File: config.mk
export PLATFORM = sky130hd
export DESIGN_NAME = pmpc_perm_lookup
export DESIGN_NICKNAME = d
export VERILOG_FILES = /design/src/rtl/pmpc_pkg.sv /design/src/rtl/pmpc_perm_lookup.sv
export SDC_FILE = /design/constraint.sdc
export NUM_CORES = 1
export LEC_CHECK = 0
export BUFFER_PORTS_ARGS = -buffer_cell sky130_fd_sc_hd__buf_2
export CAP_MARGIN = 20
export CORE_AREA = 2 2 39 41
export DETAILED_ROUTE_END_ITERATION = 6
export DIE_AREA = 0 0 41 43
export GPL_TIMING_DRIVEN = 0
export PLACE_DENSITY = 0.38
export SYNTH_ARGS = -nofsm -noshare
export SYNTH_HDL_FRONTEND = slang
export SYNTH_SLANG_ARGS = --single-unit
File: constraint.sdc
create_clock -name vclk -period 0.9
set_input_delay 0.135 -clock vclk [all_inputs]
set_output_delay 0.135 -clock vclk [all_outputs]
set_load 0.02 [all_outputs]
File: src/rtl/pmpc_pkg.sv
package pmpc_pkg;
  typedef logic [2:0] perm_t;

  localparam perm_t PERM_NONE = 3'b000;
  localparam perm_t PERM_R    = 3'b001;
  localparam perm_t PERM_W    = 3'b010;
  localparam perm_t PERM_X    = 3'b100;
  localparam perm_t PERM_RW   = 3'b011;
  localparam perm_t PERM_RX   = 3'b101;
  localparam perm_t PERM_RWX  = 3'b111;

  localparam int CFG_R_BIT    = 0;
  localparam int CFG_W_BIT    = 1;
  localparam int CFG_X_BIT    = 2;
  localparam int CFG_MODE_LSB = 3;
  localparam int CFG_LOCK_BIT = 7;

  localparam logic [1:0] PRIV_MACHINE = 2'd3;
endpackage

File: src/rtl/pmpc_perm_lookup.sv
module pmpc_perm_lookup
  import pmpc_pkg::*;
(
  input  logic  lockdown,
  input  logic  machine,
  input  logic  lock,
  input  logic  r,
  input  logic  w,
  input  logic  x,
  output perm_t perm
);
  logic [3:0] idx;

  always_comb begin
    idx  = {lock, r, w, x};
    perm = PERM_NONE;
    if (!lockdown) begin
      if (machine && !lock) perm = PERM_RWX;
      else                  perm = {x, w, r};
    end else if (machine) begin
      case (idx)
        4'd2, 4'd3, 4'd14: perm = PERM_RW;
        4'd9, 4'd10:       perm = PERM_X;
        4'd11, 4'd13:      perm = PERM_RX;
        4'd12, 4'd15:      perm = PERM_R;
        default:           perm = PERM_NONE;
      endcase
    end else begin
      case (idx)
        4'd7:              perm = PERM_RWX;
        4'd5:              perm = PERM_RX;
        4'd3, 4'd6:        perm = PERM_RW;
        4'd2, 4'd4, 4'd15: perm = PERM_R;
        4'd1, 4'd10, 4'd11: perm = PERM_X;
        default:           perm = PERM_NONE;
      endcase
    end
  end
endmodule

==> results of run 1 <==
cell type report:
cell class | count | area, um^2
fill | 150 | 1080
multi-input combinational | 21 | 168
timing repair buffer | 9 | 91.3
tap | 16 | 20.0
buffer | 1 | 15.0
inverter | 2 | 7.51
stage by stage:
stage | instances | setup TNS [ns] | power (mW) | worst slack [ns]
final | 49 | -0.372 | 0.162 | -0.136
after global routing | 49 | -0.438 | 0.171 | -0.157
after CTS | 49 | -0.457 | 0.156 | -0.196
after detailed placement | 48 | -0.571 | 0.121 | -0.220
after global placement | 48 | -0.567 | 0.122 | -0.224
after floorplan | 24 | -0.0153 | 0.0752 | -0.00912
path summary, 6_finish.rpt:
kind	end	slack [ns]	depth (start not counted)
worst max-delay path	perm[2]	-0.14	5
worst min-delay path	perm[2]	0.65	4
worst max-delay path: stages:
cell and delay, ns:
buf_8 0.11, nor2b_4 0.12, o31a_1 0.25, o211ai_2 0.15
buf_6 0.14
cell usage after synthesis:
cell,number
o221ai_1,1
nor2_1,2
a21o_2,1
o21ai_1,1
nand2b_1,1
nand3b_1,1
a31o_1,1
and3b_1,1
or2_1,1
o211ai_1,1
inv_1,2
o31a_1,1
nand2_1,1
buf_2,1
a32oi_1,1
a221o_1,1
nor2b_1,1
or2b_1,1
o31ai_1,1
a21oi_1,1
nand4b_1,1
o211ai_2,1
cell families after synthesis:
family | Yosys count | synth area share
AO/OA/AOI/OAI | 11 | 0.549
AND/OR/NAND/NOR | 10 | 0.376
buffers and inverters | 3 | 0.0752
power by group through the flow:
stage	combinational, mW	sequential (mW)	clock [mW]
3_3_place_gp	0.122	0	0
4_1_cts	0.156	0	0
6_report	0.162	0	0
3_5_place_dp	0.121	0	0
2_1_floorplan	0.0752	0	0
5_1_grt	0.171	0	0
layer usage:
metal / vias to the layer above / global-route usage
li1: 113 / -
met1: 98 / 0.0949
met2: 7 / 0.0625
met3: 0 / 0
met4: 0 / 0
met5: - / 0
timing repair:
action | CTS | global route
setup endpoints to repair | 3 | 3
pin swaps | 5 | 5
hold endpoints to repair | 0 | 0
gates cloned | 0 | 0
buffers inserted | 1 | 0
resized for setup | 15 | 2
==> flow_summary.toml, run 1 <==
[yosys]
synth_top_cell_by_area = "o211ai_2"
synth.cell_area_um2 = 166
syn_avg_cell_area_um2 = 6.93
syn_inst = 24
synth.yosys.seq_area_share = 0
synth_fp_nets = 30
yosysWarnings = 0
synthDistinctLibCells = 22
synth_top_area_share = 0.0752
synth.area.top_cells = "o211ai_2 7.5%, a221o_1 6.0%, a21o_2 5.3%, a31o_1 5.3%, a32oi_1 5.3%"

[floorplanning]
die-area_um2 = 1760
start_util = 0.120
ios = 9
core_area_um2 = 1380
die_y_um = 43
die_w_um = 41
rows = 14

[finish]
fin_nets = 41
seq_cells = 0
final_area_um2 = 302
drive_gt1_frac = 0.424
post-route-util = 0.218
register_area_um2 = 0
final_cell_mix = "3 x buf_8, 3 x buf_4, 3 x buf_6"
clock_buffers = 0
synthToLayoutAreaGrowth_pct = 81.2
antenna_cells = 0

[timing]
worst_pin_slew_ns = 0.201
post-route-min-period_ns = 1.04
clock.fmax_mhz = 965
finalCritPeriodShare = 1.15
slew_violations = 0
setup_slack_ns = -0.136
max_slew_margin = 0.865
rsz0062_at_grt = "yes"
finalHoldViolCount = 0
setup_viol = 3
whs_ns = 0.648

[placement]
port_buffers = 8
place_area_um2 = 236
dpl.hpwl_um = 342
gp_congestion = 0.695

[pwr]
intPower_mw = 0.0868
switchingPower_mw = 0.0748
power.share.sequential = 0
leakagePower_nw = 0.127
swShare = 0.463
power-per-cell-area_nw_per_um2 = 536
ir_drop_mv = 0.203
power_frac_clock = 0
power_frac_comb = 1.000

[cts]
hold_buffers = 0

[detailed_routing]
first_pass_iters = 4
wl_met1_um = 259
drc = 0
drtIter0Drc = 6
met2_length_um = 195
wirelength_um = 482
vias = 218
viasPerCell = 4.45
drtAntennaViolNets = 0
met3_length_um = 27
top_layer_used = "met3"
wl_per_cell_um = 9.84

[worst_setup_path]
cp_max_fo = 7
worstSetupStartpointType = "input pin"
worstPathArrival_ns = 0.90
crit_required_ns = 0.76
startpoint = "w"
endpoint_kind = "primary output"
path_class = "in2out"

[run]
cap_viol_max_count = 0

[global_routing]
grt_usage = 0.0500
grt-ovfl-total = 0
antenna_found_initial = 0
grt_max_degree = 10
grt_pass1_wl_um = 669
grt_pass1_vias = 145

[worst_hold_path]
hold_path_class = "in2out"
min_from = "x"

[run_status]
violations = "negative setup slack"
status = "finished, violations left"
Power figures use the tool's default switching activity.
==> run 2: changes to the inputs <==
--- a/config.mk
+++ b/config.mk
@@ -5,13 +5,14 @@
 export SDC_FILE = /design/constraint.sdc
 export NUM_CORES = 1
 export LEC_CHECK = 0
+export ABC_AREA = 1
 export BUFFER_PORTS_ARGS = -buffer_cell sky130_fd_sc_hd__buf_2
 export CAP_MARGIN = 20
 export CORE_AREA = 2 2 39 41
 export DETAILED_ROUTE_END_ITERATION = 6
 export DIE_AREA = 0 0 41 43
 export GPL_TIMING_DRIVEN = 0
-export PLACE_DENSITY = 0.38
+export PLACE_DENSITY = 0.4
 export SYNTH_ARGS = -nofsm -noshare
 export SYNTH_HDL_FRONTEND = slang
 export SYNTH_SLANG_ARGS = --single-unit
==> flow_summary.toml, run 2 <==
[run_status]
status = "finished, violations left"
violations = "negative setup slack"

[worst_setup_path]
worstPathArrival_ns = 0.80
worst_path_dominant_cell_family = "simple AND/OR/NAND/NOR gates"
crit_chain = "buf_6, inv_2, nand2_2, nand3_2, nor2_1, nor2_1, nor2_1, buf_4"
crit_required_ns = 0.76
path_class = "in2out"
endpoint_kind = "primary output"
cp.depth = 8
worstSetupStartpointType = "input pin"
cpMostUsedCell = "nor2_1"
slowest_delay_ns = 0.14
worst-path-buf-inv = 3
slowest_stage = "buf_4"
cp_max_fo = 5

[detailed_routing]
vias = 319
wirelength_um = 660
drc = 0
drtIter0Drc = 6
first_pass_iters = 4
wl_per_cell_um = 8.80
drtAntennaViolNets = 0
viasPerCell = 4.25

[timing]
finalHoldViolCount = 0
finalCritPeriodShare = 1.03
clock.fmax_mhz = 1070
slew_violations = 0
setup_slack_ns = -0.0314
max_slew_margin = 0.925
whs_ns = 0.636
worst_pin_slew_ns = 0.113
setup_viol = 2
post-route-min-period_ns = 0.931
rsz0062_at_grt = "yes"

[yosys]
yosysWarnings = 0
synthDistinctLibCells = 8
synth.cell_area_um2 = 198
synth.yosys.seq_area_share = 0
yosys-top-cells-count = "19 x nand2_1, 10 x nor2_1, 7 x nand3_1"
syn_avg_cell_area_um2 = 4.03
syn_inst = 49
synth_top_area_share = 0.361
yosysMostFrequentCell = "nand2_1"
synth_fp_nets = 55
synth_top_cell_by_area = "nand2_1"
synth.area.top_cells = "nand2_1 36%, nor2_1 19%, nand3_1 18%, inv_1 11%, inv_2 7.6%"

[worst_hold_path]
hold_path_class = "in2out"
hold-path-endpoint = "perm[0]"
hold_depth = 4
min_from = "r"

[placement]
dpl.hpwl_um = 413
port_buffers = 9
place_area_um2 = 263
gp_congestion = 0.721

[finish]
final_area_um2 = 374
layout_commonest_cell = "nand2_1"
antenna_cells = 0
clock_buffers = 0
seq_cells = 0
drive_gt1_frac = 0.441
fin_nets = 67
register_area_um2 = 0
synthToLayoutAreaGrowth_pct = 89.2
final_cell_mix = "13 x nand2_1, 10 x nor2_1, 6 x nand2_2"

[floorplanning]
core_area_um2 = 1380
start_util = 0.143
die_y_um = 43
ios = 9
die-area_um2 = 1760
rows = 14
die_w_um = 41

[global_routing]
grt_usage = 0.0709
grt_pass1_wl_um = 931
antenna_found_initial = 0
grt_pass1_vias = 267
grt_max_degree = 8
grt-ovfl-total = 0

[pwr]
ir_drop_mv = 0.150
power-per-cell-area_nw_per_um2 = 519
leakagePower_nw = 0.208

[run]
cap_viol_max_count = 0

[cts]
hold_buffers = 0
run 2: changes by cell type in the layout (fill, tap and decap cells not counted), moves of 2 or more:
cell	before	now
nand3_1	0	4
nand3_2	0	3
inv_4	0	3
nand2_1	1	13
nand2_2	0	6
inv_1	2	4
nor2_1	2	10
inv_2	0	2
run 2: repair_timing:
| action | CTS | global route |
|---|---|---|
| pin swaps | 7 | 7 |
| buffers inserted | 1 | 0 |
| setup endpoints to repair | 3 | 3 |
| gates resized for setup | 26 | 10 |
run 2: cell families after synthesis:
family | synth area share
simple gates | 0.760
buf+inv | 0.190
compound gates | 0.0506
run 2: layer usage:
metal / routed length, um / track usage / part of all wire / vias up
met5: 0 / 0 / 0 / -
met4: 0 / 0.00667 / 0 / 0
met3: 29 / 0 / 0.044 / 0
met2: 346 / 0.125 / 0.52 / 10
met1: 284 / 0.0949 / 0.43 / 142
li1: - / - / - / 167
run 2: per-stage QoR:
step / setup slack [ns] / TNS, ns / power, mW / instances / util
global placement: -0.128 / -0.307 / 0.134 / 74 / 0.190
detailed placement: -0.118 / -0.264 / 0.131 / 74 / 0.190
global route: -0.0907 / -0.217 / 0.211 / 75 / 0.270
finish: -0.0314 / -0.0569 / 0.194 / 75 / 0.270
CTS: -0.0176 / -0.0346 / 0.174 / 75 / 0.245
floorplan: 0.0205 / 0 / 0.0820 / 49 / -
run 2: worst max-delay path by stage:
| stage | slack, ns | end | start |
|---|---|---|---|
| after global placement | -0.13 | perm[2] | lock |
| final | -0.03 | perm[0] | x |
| after global routing | -0.09 | perm[2] | r |
| after floorplan | 0.02 | perm[2] | lock |
| after CTS | -0.02 | perm[0] | x |
| after detailed placement | -0.12 | perm[2] | lock |
run 2: layout make-up:
| class | count | area [um^2] |
|---|---|---|
| well taps | 16 | 20.0 |
| inverters | 10 | 52.6 |
| fillers | 164 | 1010 |
| repair buffers | 10 | 111 |
| multi-input cells | 39 | 190 |
run 2: where the power goes:
group | internal, mW | total [mW] | switching (mW)
registers | 0 | 0 | 0
clock network | 0 | 0 | 0
logic | 0.0900 | 0.194 | 0.104
total | 0.0900 | 0.194 | 0.104
